$ cat config.mk
export PLATFORM = sky130hd
export DESIGN_NAME = bcd_decade_counter
export DESIGN_NICKNAME = d
export VERILOG_FILES = /design/src/rtl/bcd_counter_pkg.sv /design/src/rtl/bcd_op_select.sv /design/src/rtl/bcd_step.sv /design/src/rtl/bcd_carry.sv /design/src/rtl/bcd_decade_counter.sv
export SDC_FILE = /design/constraint.sdc
export NUM_CORES = 1
export LEC_CHECK = 0
export BUFFER_PORTS_ARGS = -buffer_cell sky130_fd_sc_hd__buf_2
export CAP_MARGIN = 20
export CORE_AREA = 2 2 39 41
export CTS_BUF_LIST = sky130_fd_sc_hd__clkbuf_16
export DETAILED_ROUTE_END_ITERATION = 10
export DIE_AREA = 0 0 41 43
export MAX_ROUTING_LAYER = met4
export SKIP_LAST_GASP = 1
export SLEW_MARGIN = 20
export SYNTH_ARGS = -nofsm -noshare
export SYNTH_HDL_FRONTEND = slang
export SYNTH_SLANG_ARGS = --single-unit
$ cat constraint.sdc
create_clock -name clk -period 2 [get_ports clk]
set_clock_uncertainty 0.05 [all_clocks]
set_input_delay 0.2 -clock clk [delete_from_list [all_inputs] [get_ports clk]]
set_output_delay 0.2 -clock clk [all_outputs]
set_load 0.02 [all_outputs]
$ cat src/rtl/bcd_counter_pkg.sv
package bcd_counter_pkg;
  localparam int DIGIT_W    = 4;
  localparam int LAST_DIGIT = 9;

  typedef logic [DIGIT_W-1:0] digit_t;

  // Action taken by the state register at the next rising edge.
  typedef enum logic [1:0] {
    OP_HOLD  = 2'd0,
    OP_COUNT = 2'd1,
    OP_LOAD  = 2'd2,
    OP_CLEAR = 2'd3
  } op_e;
endpackage

$ cat src/rtl/bcd_op_select.sv
module bcd_op_select
  import bcd_counter_pkg::*;
(
  input  logic clr_n,
  input  logic load_n,
  input  logic en_par,
  input  logic en_chain,
  output op_e  op
);
  // Priority: clear, then load, then count, then hold.
  always_comb begin
    if (!clr_n)                  op = OP_CLEAR;
    else if (!load_n)            op = OP_LOAD;
    else if (en_par && en_chain) op = OP_COUNT;
    else                         op = OP_HOLD;
  end
endmodule

$ cat src/rtl/bcd_step.sv
module bcd_step
  import bcd_counter_pkg::*;
#(
  parameter int LAST = LAST_DIGIT
) (
  input  digit_t cur,
  output digit_t nxt
);
  localparam digit_t LAST_CODE = digit_t'(LAST);

  always_comb begin
    if (cur < LAST_CODE) begin
      nxt = cur + digit_t'(1);
    end else if (cur == LAST_CODE) begin
      nxt = '0;
    end else begin
      // Recovery path for unused codes; at most two steps back into range.
      unique case (cur)
        4'd10:   nxt = 4'd11;
        4'd11:   nxt = 4'd6;
        4'd12:   nxt = 4'd13;
        4'd13:   nxt = 4'd4;
        4'd14:   nxt = 4'd15;
        default: nxt = 4'd2;
      endcase
    end
  end
endmodule

$ cat src/rtl/bcd_carry.sv
module bcd_carry
  import bcd_counter_pkg::*;
#(
  parameter int LAST = LAST_DIGIT
) (
  input  digit_t cur,
  input  logic   en_chain,
  output logic   carry
);
  localparam digit_t LAST_CODE = digit_t'(LAST);

  assign carry = en_chain && (cur == LAST_CODE);
endmodule

$ cat src/rtl/bcd_decade_counter.sv
module bcd_decade_counter
  import bcd_counter_pkg::*;
(
  input  logic               clk,
  input  logic               clr_n,
  input  logic               load_n,
  input  logic               en_par,
  input  logic               en_chain,
  input  logic [DIGIT_W-1:0] d,
  output logic [DIGIT_W-1:0] q,
  output logic               carry
);
  op_e    op;
  digit_t state_q;
  digit_t step_nxt;

  bcd_op_select u_sel (
    .clr_n    (clr_n),
    .load_n   (load_n),
    .en_par   (en_par),
    .en_chain (en_chain),
    .op       (op)
  );

  bcd_step #(.LAST(LAST_DIGIT)) u_step (
    .cur (state_q),
    .nxt (step_nxt)
  );

  bcd_carry #(.LAST(LAST_DIGIT)) u_carry (
    .cur      (state_q),
    .en_chain (en_chain),
    .carry    (carry)
  );

  always_ff @(posedge clk) begin
    unique case (op)
      OP_CLEAR: state_q <= '0;
      OP_LOAD:  state_q <= d;
      OP_COUNT: state_q <= step_nxt;
      default:  state_q <= state_q;
    endcase
  end

  assign q = state_q;

  // Assertions are armed after two edges, so the power-up contents of the
  // state are never used as a reference.
  logic [1:0] chk_age = 2'd0;
  always_ff @(posedge clk) begin
    if (chk_age != 2'd2) chk_age <= chk_age + 2'd1;
  end
  logic chk_live;
  assign chk_live = (chk_age == 2'd2);


  clear_wins_chk: assert property (@(posedge clk) disable iff (!chk_live)
    !clr_n |=> (q == '0));


  load_takes_d_chk: assert property (@(posedge clk) disable iff (!chk_live)
    (clr_n && !load_n) |=> (q == $past(d)));


  hold_stable_chk: assert property (@(posedge clk) disable iff (!chk_live)
    (clr_n && load_n && !(en_par && en_chain)) |=> $stable(q));


  count_up_chk: assert property (@(posedge clk) disable iff (!chk_live)
    (clr_n && load_n && en_par && en_chain && q < 4'd9) |=> (q == $past(q) + 4'd1));


  recover_odd_chk: assert property (@(posedge clk) disable iff (!chk_live)
    (clr_n && load_n && en_par && en_chain && q > 4'd9 && q[0]) |=> (q <= 4'd9));


  recover_even_chk: assert property (@(posedge clk) disable iff (!chk_live)
    (clr_n && load_n && en_par && en_chain && q > 4'd9 && !q[0]) |=> (q == $past(q) + 4'd1));


  carry_wrap_chk: assert property (@(posedge clk) disable iff (!chk_live)
    (carry && en_par && clr_n && load_n) |=> (q == '0));
endmodule

# Word-level counts from Yosys, hierarchy flattened

Index checks and enable logic that the tools add are counted.

RAM bits: 0
Bits in registers: 4
Bits in latches: 0
Memories kept: 0
Word-level logic and storage cells: 22
Bits of input ports: 9
Memory bits (read-only): 0
Output and inout bits: 5

Equal/unequal tests: 9
Order comparisons: 1
Add/subtract/negate cells: 1
Muxes and demuxes: 7
Shift operators: 0
Multiply operators: 0
Reductions and logical operators: 3
Bitwise operators: 0
Divide/modulo/power cells: 0

Operators with widths:

| operator            | count |
|---|---|
| $eq 4x4->1 const B  | 6 |
| $pmux 4 s5          | 1 |
| $pmux 4 s3          | 1 |
| $mux 4              | 2 |
| $add 4x1->4 const B | 1 |
| $eq 2x2->1 const B  | 2 |
| $lt 4x4->1 const B  | 1 |
| $mux 2              | 2 |
| $reduce_bool 3->1   | 1 |
| $eq 2x1->1 const B  | 1 |
| $logic_and 1x1->1   | 2 |
| $mux 1              | 1 |

# Longest topological paths before layout

Gate-level depths: netlist of run 1.

Depth in word-level cells: 6
Gate-level depth with buffers: 6
Mapped depth without buffers: 6

# Cells and area by module

From an unflattened synthesis of run 1, not the netlist that was laid out.

Cells, all modules: 49
Area total of the unflattened synthesis: 419.2 um^2

Modules (own cells, without submodules):

| module             | instances | area an instance (um^2) | seq. area each (um^2) | cells each |
|---|---|---|---|---|
| bcd_decade_counter | 1         | 224.0                   | 120.1                 | 18 |
| bcd_step           | 1         | 170.2                   | 0.0                   | 26 |
| bcd_carry          | 1         | 12.5                    | 0.0                   | 2 |
| bcd_op_select      | 1         | 12.5                    | 0.0                   | 3 |

# Worst setup path after synthesis of run 1

No wires, ideal clock.

Path kind: reg-to-reg
Start point: register state_q[0], in the netlist q[0]
End point: register state_q[0], in the netlist q[0], data pin
Buffers on the path: 0
Required time: 1.696 ns
Path slack: 0.233 ns
Stages on the path, launching flop included: 7
Period minus slack after synthesis: 1.767 ns
Arrival: 1.463 ns
Library setup time: 0.254 ns
Cell sequence: edfxtp_1 inv_1 ha_1 and2b_4 a21boi_4 a211oi_2 a21o_1

Longest elaborated chain between the ends: 5
Elaborated cells on any way between the ends: 12
Those cells by class: add/sub (1); order compare (1); eq/ne (6); mux (4)

Ends and longest elaborated chain:

| element                | line                     | text |
|---|---|---|
| start, declared        | bcd_decade_counter.sv:14 | `digit_t state_q;` |
| start signal, assigned | bcd_decade_counter.sv:40 | `OP_COUNT: state_q <= step_nxt;` |
| start signal, assigned | bcd_decade_counter.sv:41 | `default: state_q <= state_q;` |
| $eq 4x4->1             | bcd_step.sv:18           | `unique case (cur)` |
| $pmux 4 s5             | bcd_step.sv:18           |  |
| $mux 4                 | bcd_step.sv:14           | `end else if (cur == LAST_CODE) begin` |
| $mux 4 *               | bcd_step.sv:12           | `if (cur < LAST_CODE) begin` |
| $pmux 4 s3 *           | bcd_decade_counter.sv:37 | `unique case (op)` |

Every way passes the cells marked *; elsewhere a longest branch is shown, timed or not.
A chain may end at the register's enable or synchronous reset.

# Worst setup path in the final report of run 1

Ends and elaborated chain as after synthesis.

==> results of run 1 <==
[metrics by stage]
stage	utilization	instance area (sq um)	cells	total power, mW
2_1_floorplan	-	377.9	39	0.1656
3_3_place_gp	0.3345	462.9	68	0.1929
3_5_place_dp	0.3345	462.9	68	0.1928
4_1_cts	0.3888	538.0	71	0.5038
5_1_grt	0.3888	538.0	71	0.5229
6_report	0.3888	538.0	71	0.4989
[area by class of cell]
cell class | count | area share
Multi-Input combinational cell | 31 | 0.4512
Timing Repair Buffer | 13 | 0.1209
Clock buffer | 3 | 0.1395
Inverter | 4 | 0.02791
Tap cell | 16 | 0.03721
Sequential cell | 4 | 0.2233
[synth_stat cells]
cell                       count  area share
sky130_fd_sc_hd__ha_1          4        0.13
sky130_fd_sc_hd__o21ai_0       4       0.053
sky130_fd_sc_hd__nand4_2       1       0.033
sky130_fd_sc_hd__o31ai_1       1       0.020
sky130_fd_sc_hd__nor2_1        2       0.020
sky130_fd_sc_hd__nand2b_4      1       0.036
sky130_fd_sc_hd__nand3_1       1       0.013
sky130_fd_sc_hd__a22oi_1       1       0.020
sky130_fd_sc_hd__o311a_1       1       0.026
sky130_fd_sc_hd__nand2_1       7       0.070
sky130_fd_sc_hd__inv_1         4       0.040
sky130_fd_sc_hd__and2b_4       1       0.026
sky130_fd_sc_hd__a21o_1        1       0.020
sky130_fd_sc_hd__edfxtp_1      4        0.32
sky130_fd_sc_hd__a211oi_2      1       0.033
sky130_fd_sc_hd__nor2b_1       1       0.017
sky130_fd_sc_hd__a31oi_1       1       0.017
sky130_fd_sc_hd__a21boi_4      1       0.050
sky130_fd_sc_hd__o41ai_2       1       0.043
sky130_fd_sc_hd__nor3_1        1       0.013
[worst max-delay path by stage]
stage / start / end / slack, ns
final: q[0] / q[0] / 0.27
after global routing: q[0] / q[0] / 0.16
after floorplan: q[0] / q[0] / 0.23
after CTS: q[0] / q[0] / 0.26
after detailed placement: q[0] / q[0] / 0.27
after global placement: q[0] / q[0] / 0.31
[critical path, delay by kind of cell, from the launching register on]
family	cells	cell delay (ns)
AOI/OAI and AO/OA	3	0.40
adders and majority gates	1	0.23
buffers and inverters	1	0.09
DFF	1	0.45
and+or+nand+nor	1	0.26
[logic make-up (layout without fill, tap and decap cells)]
kind of cell | after synthesis | in the layout | share of synthesized area
simple gates | 15 | 15 | 0.2285
compound gates | 12 | 12 | 0.2815
fa+ha+maj | 4 | 4 | 0.1325
flops | 4 | 4 | 0.3179
buf+inv | 4 | 20 | 0.03972
[power by group]
part           switching, mW  total (mW)  internal (mW)
Clock                 0.0528       0.308          0.255
Sequential            0.0120       0.114          0.102
Combinational         0.0426      0.0773         0.0347
Total                  0.107       0.499          0.391
[routing by layer]
layer,share of wire,vias up,track usage
met3,0.088,0,0.01571
met1,0.53,129,0.1574
met4,0,0,0.08000
met2,0.38,18,0.1344
met5,0,-,-
li1,-,177,-
==> run_results.csv, run 1 <==
group,metric,value,unit
worst_hold_path,hold_class,"input port to register",
detailed_routing,totalWireLength,752,microns
timing,timing.final.max_slew_violations,0,
floorplanning,core_area,1384,sq um
final_layout,most-common-layout-cells,"sky130_fd_sc_hd__buf_2 (13), sky130_fd_sc_hd__nand2_1 (7)",
cts,cts-buffers-inserted,3,
synthesis,synth.yosys.warnings,0,
final_layout,largestRegisters,"q x4",
cts,cts-root-buf,"sky130_fd_sc_hd__clkbuf_16",
timing,timing.final.ws_setup,0.2672,ns
critical_path,timing.rr.end,"q[0]",
floorplanning,die_w,41,microns
final_layout,layout.cells.most_common,"sky130_fd_sc_hd__buf_2",
detailed_routing,route.vias.total,324,
cts,clk_pin_slew,0.03,ns
global_route,globalRouteTotalUtil,0.1097,
run_status,status,"complete, no violations",
critical_path,cp_slowest_stage_delay,0.45,ns
synthesis,ys_seq_area_frac,0.3179,
synthesis,netlist_instances,39,
timing,slew-limit-headroom,0.7830,
final_layout,final_layout_size_suffix_gt1_frac,0.4000,
critical_path,worstPathCellList,"inv_1 -> ha_1 -> and2b_4 -> a21boi_4 -> a211oi_2 -> a21o_1",
cts,clk_latency,0.22,ns
job,cap_violations,0,
floorplanning,initial_utilization,0.2731,
critical_path,crit_path_top_delay_cell,"sky130_fd_sc_hd__edfxtp_1",
timing,whs,0.2033,ns
detailed_routing,initialDrtViolationCount,10,
cts,largest_buffer_count_on_any_clock_path,2,
global_route,grt_pass1_vias,320,
detailed_routing,drtPass1Iterations,4,
worst_hold_path,hold_path.startpoint,"d[0]",
detailed_routing,drcViolationCount,0,
placement,place_ws,0.2656,ns
final_layout,final.fill_count,142,
timing,grt_setup_unrepaired,"no",
floorplanning,die_height,43,microns
final_layout,ff_latch_area,120.1,sq um
timing,timing.final.crit_period,1.733,ns
cts,setup_buffers_after_cts,0,
critical_path,reg2regPathDepth,6,
critical_path,worst-endpoint-arrival,1.66,ns
worst_hold_path,min_to,"q[0]",
critical_path,startpoint_of_the_worst_slack_reg_to_reg_timing_path,"q[0]",
floorplanning,floorplan.io_pins,14,
timing,timing.fmax,577.1,MHz
cts,ctsResizeCount,0,
synthesis,netlist-cell-type-count,20,
cts,tritoncts_num_sinks,4,
power,p_leak,0.2507,nW
critical_path,end_kind,"register",
final_layout,final_nets,70,
placement,placement.io_buffers,13,
critical_path,critical_path_peak_fanout,6,
cts,cts_stage_hold_buffer_count,0,
synthesis,yosys_register_bits,4,
global_route,grt.overflow.total,0,
final_layout,largest-register,"q",
timing,report.final.setup_viol,0,
synthesis,syn_nets,52,
placement,detailed_place_hpwl,594.6,microns
final_layout,multi_input_comb_area,242.7,sq um
global_route,grt_start_max_net_pins,10,
power,ir_drop,0.0005668,V
detailed_routing,number_of_routed_nets_with_antenna_violations,0,
floorplanning,placementRows,14,
cts,htree_levels,1,
critical_path,crit_required,1.92,ns
detailed_routing,drt-wirelength-per-cell,10.59,microns
timing,fin_setup_tns,0,ns
placement,globalplace.congestion,0.6533,
final_layout,insertedDiodeCount,0,
critical_path,start_kind,"register",
cts,clock_tree_from_tritoncts,"built",
detailed_routing,routed_via_density,4.563,
floorplanning,fp.dieArea,1763,sq um
worst_hold_path,min_delay_path_depth,2,
timing,measured_slew_at_the_worst_slew_check_pin,0.3222,ns
global_route,grt_first_pass_wirelength,1276,microns
synthesis,synth_area_per_cell,9.689,sq um
final_layout,syn2layout_area_growth,42.38,%
final_layout,max_reg_flops,4,
critical_path,worst-setup-path-type,"register to register",
global_route,number_of_antenna_violations_at_the_first_check_in_global_routing,0,
timing,period_share,0.8664,
synthesis,syn_area,377.9,sq um
critical_path,regToRegSetupSlack,0.27,ns
timing,final-hold-violation-count,0,
power,power_density,927.3,nW/um^2
No activity file was read; power rests on OpenSTA's default activity.
==> run 2: changes to the inputs <==
==> constraint.sdc (replaced) <==
create_clock -name clk -period 2.1 [get_ports clk]
set_clock_uncertainty 0.05 [all_clocks]
set_input_delay 0.21 -clock clk [delete_from_list [all_inputs] [get_ports clk]]
set_output_delay 0.21 -clock clk [all_outputs]
set_load 0.02 [all_outputs]
==> run 2 against run 1 <==
Maximum frequency increased by 0.28%. Final cell count stayed put. Critical endpoint unchanged. Total power fell by 4.0%.
==> run_results.csv, run 2 (synthesized netlist as in run 1, its figures left out) <==
group,metric,value,unit
critical_path,regToRegSetupSlack,0.37,ns
critical_path,reg2regPathDepth,6,
floorplanning,floorplan.io_pins,14,
global_route,grt_start_max_net_pins,10,
final_layout,largestRegisters,"q x4",
critical_path,timing.rr.end,"q[0]",
final_layout,fin_cells,71,
floorplanning,die_w,41,microns
global_route,groute.layer.met2.usage,0.1438,
critical_path,crit_path_top_delay_cell,"sky130_fd_sc_hd__edfxtp_1",
power,design_power_total,0.4788,mW
final_layout,final_nets,70,
cts,cts-root-buf,"sky130_fd_sc_hd__clkbuf_16",
timing,timing.final.crit_period,1.728,ns
critical_path,start_kind,"register",
power,power_density,890.0,nW/um^2
critical_path,worst-setup-path-type,"register to register",
critical_path,timing.critical_path.to,"q[0]",
final_layout,most-common-layout-cells,"sky130_fd_sc_hd__buf_2 (13), sky130_fd_sc_hd__nand2_1 (7)",
placement,globalplace.congestion,0.6686,
placement,placement.io_buffers,13,
cts,ctsResizeCount,0,
cts,clk_latency,0.22,ns
critical_path,worstPathCellList,"inv_1 -> ha_1 -> and2b_4 -> a21boi_4 -> a211oi_2 -> a21o_1",
job,cap_violations,0,
floorplanning,die_height,43,microns
cts,setup_buffers_after_cts,0,
global_route,grt.overflow.total,0,
final_layout,layout.cells.most_common,"sky130_fd_sc_hd__buf_2",
power,ir_drop,0.0005798,V
final_layout,insertedDiodeCount,0,
detailed_routing,route.vias.total,334,
timing,timing.fmax,578.7,MHz
global_route,global_route.usage.met1,0.1678,
global_route,global_route.usage.met3,0.01571,
floorplanning,core_area,1384,sq um
global_route,grt_pass1_vias,343,
timing,measured_slew_at_the_worst_slew_check_pin,0.2841,ns
floorplanning,placementRows,14,
critical_path,worstSetupStartpoint,"q[0]",
global_route,number_of_antenna_violations_at_the_first_check_in_global_routing,0,
critical_path,crit_required,2.03,ns
timing,period_share,0.8229,
final_layout,final_layout_size_suffix_gt1_frac,0.4000,
global_route,global_route.peak_usage_layer,"met1",
critical_path,worst-endpoint-arrival,1.66,ns
cts,cts-buffers-inserted,3,
global_route,grt_first_pass_wirelength,1359,microns
detailed_routing,initialDrtViolationCount,8,
critical_path,critical_path_peak_fanout,6,
detailed_routing,routed_via_density,4.704,
worst_hold_path,hold_class,"input port to register",
final_layout,largest-register,"q",
floorplanning,fp.dieArea,1763,sq um
placement,placedCellCount,68,
critical_path,cp_slowest_stage_delay,0.45,ns
detailed_routing,number_of_routed_nets_with_antenna_violations,0,
global_route,globalRouteTotalUtil,0.1161,
worst_hold_path,hold_path.startpoint,"d[0]",
cts,largest_buffer_count_on_any_clock_path,2,
detailed_routing,drtPass1Iterations,4,
cts,clk_pin_slew,0.03,ns
timing,timing.final.max_slew_violations,0,
cts,htree_levels,1,
run_status,status,"complete, no violations",
timing,fin_setup_tns,0,ns
cts,tritoncts_num_sinks,4,
timing,grt_setup_unrepaired,"no",
final_layout,max_reg_flops,4,
detailed_routing,drt-wirelength-per-cell,11.00,microns
power,p_leak,0.2507,nW
timing,slew-limit-headroom,0.8086,
critical_path,startpoint_of_the_worst_slack_reg_to_reg_timing_path,"q[0]",
detailed_routing,drcViolationCount,0,
cts,cts_stage_hold_buffer_count,0,
placement,detailed_place_hpwl,587.8,microns
timing,final-hold-violation-count,0,
cts,clock_tree_from_tritoncts,"built",
timing,report.final.setup_viol,0,
critical_path,end_kind,"register",
detailed_routing,totalWireLength,781,microns
final_layout,syn2layout_area_growth,42.38,%
floorplanning,initial_utilization,0.2731,
-- run 2: cell counts in the layout (fill, tap and decap cells not counted) --
Identical to the previous run, type by type.
-- run 2: through the flow --
step	area [sq um]	util	hold WS [ns]	setup slack (ns)
6_report	538.0	0.3888	0.2101	0.3720
3_5_place_dp	462.9	0.3345	0.4386	0.3756
2_1_floorplan	377.9	-	0.3439	0.3334
3_3_place_gp	462.9	0.3345	0.4361	0.4016
4_1_cts	538.0	0.3888	0.2075	0.3647
5_1_grt	538.0	0.3888	0.2258	0.2638
-- run 2: how the worst min path moves through the flow --
stage / to / slack, ns / cells after the start
after floorplan: q[2] / 0.34 / 2
after global placement: q[0] / 0.44 / 2
after detailed placement: q[0] / 0.44 / 2
after CTS: q[0] / 0.21 / 2
after global routing: q[2] / 0.23 / 3
final: q[0] / 0.21 / 2
-- run 2: area by class of cell --
class	instances	area, sq um
clock buffers	3	75.07
flip-flops and latches	4	120.1
repair buffers	13	65.06
multi-input cells	31	242.7
inverters	4	15.01
fillers	144	845.8
well taps	16	20.02
-- run 2: where the power goes --
| group | internal, mW | total [mW] | switching, mW |
|---|---|---|---|
| registers | 0.0968 | 0.109 | 0.0117 |
| clock network | 0.243 | 0.297 | 0.0540 |
| logic | 0.0328 | 0.0730 | 0.0403 |
-- run 2: layer usage --
layer / up-vias / wire length [microns]
met2: 15 / 310
li1: 177 / -
met5: - / 0
met3: 2 / 58
met4: 0 / 22
met1: 140 / 390
-- run 2: critical path: cells and delay by family (launching register included) --
kind                     cells  cell delay (ns)
AO/OA/AOI/OAI                3             0.40
adder cells (fa/ha/maj)      1             0.23
buffers and inverters        1             0.09
flip-flops                   1             0.45
AND/OR/NAND/NOR              1             0.26
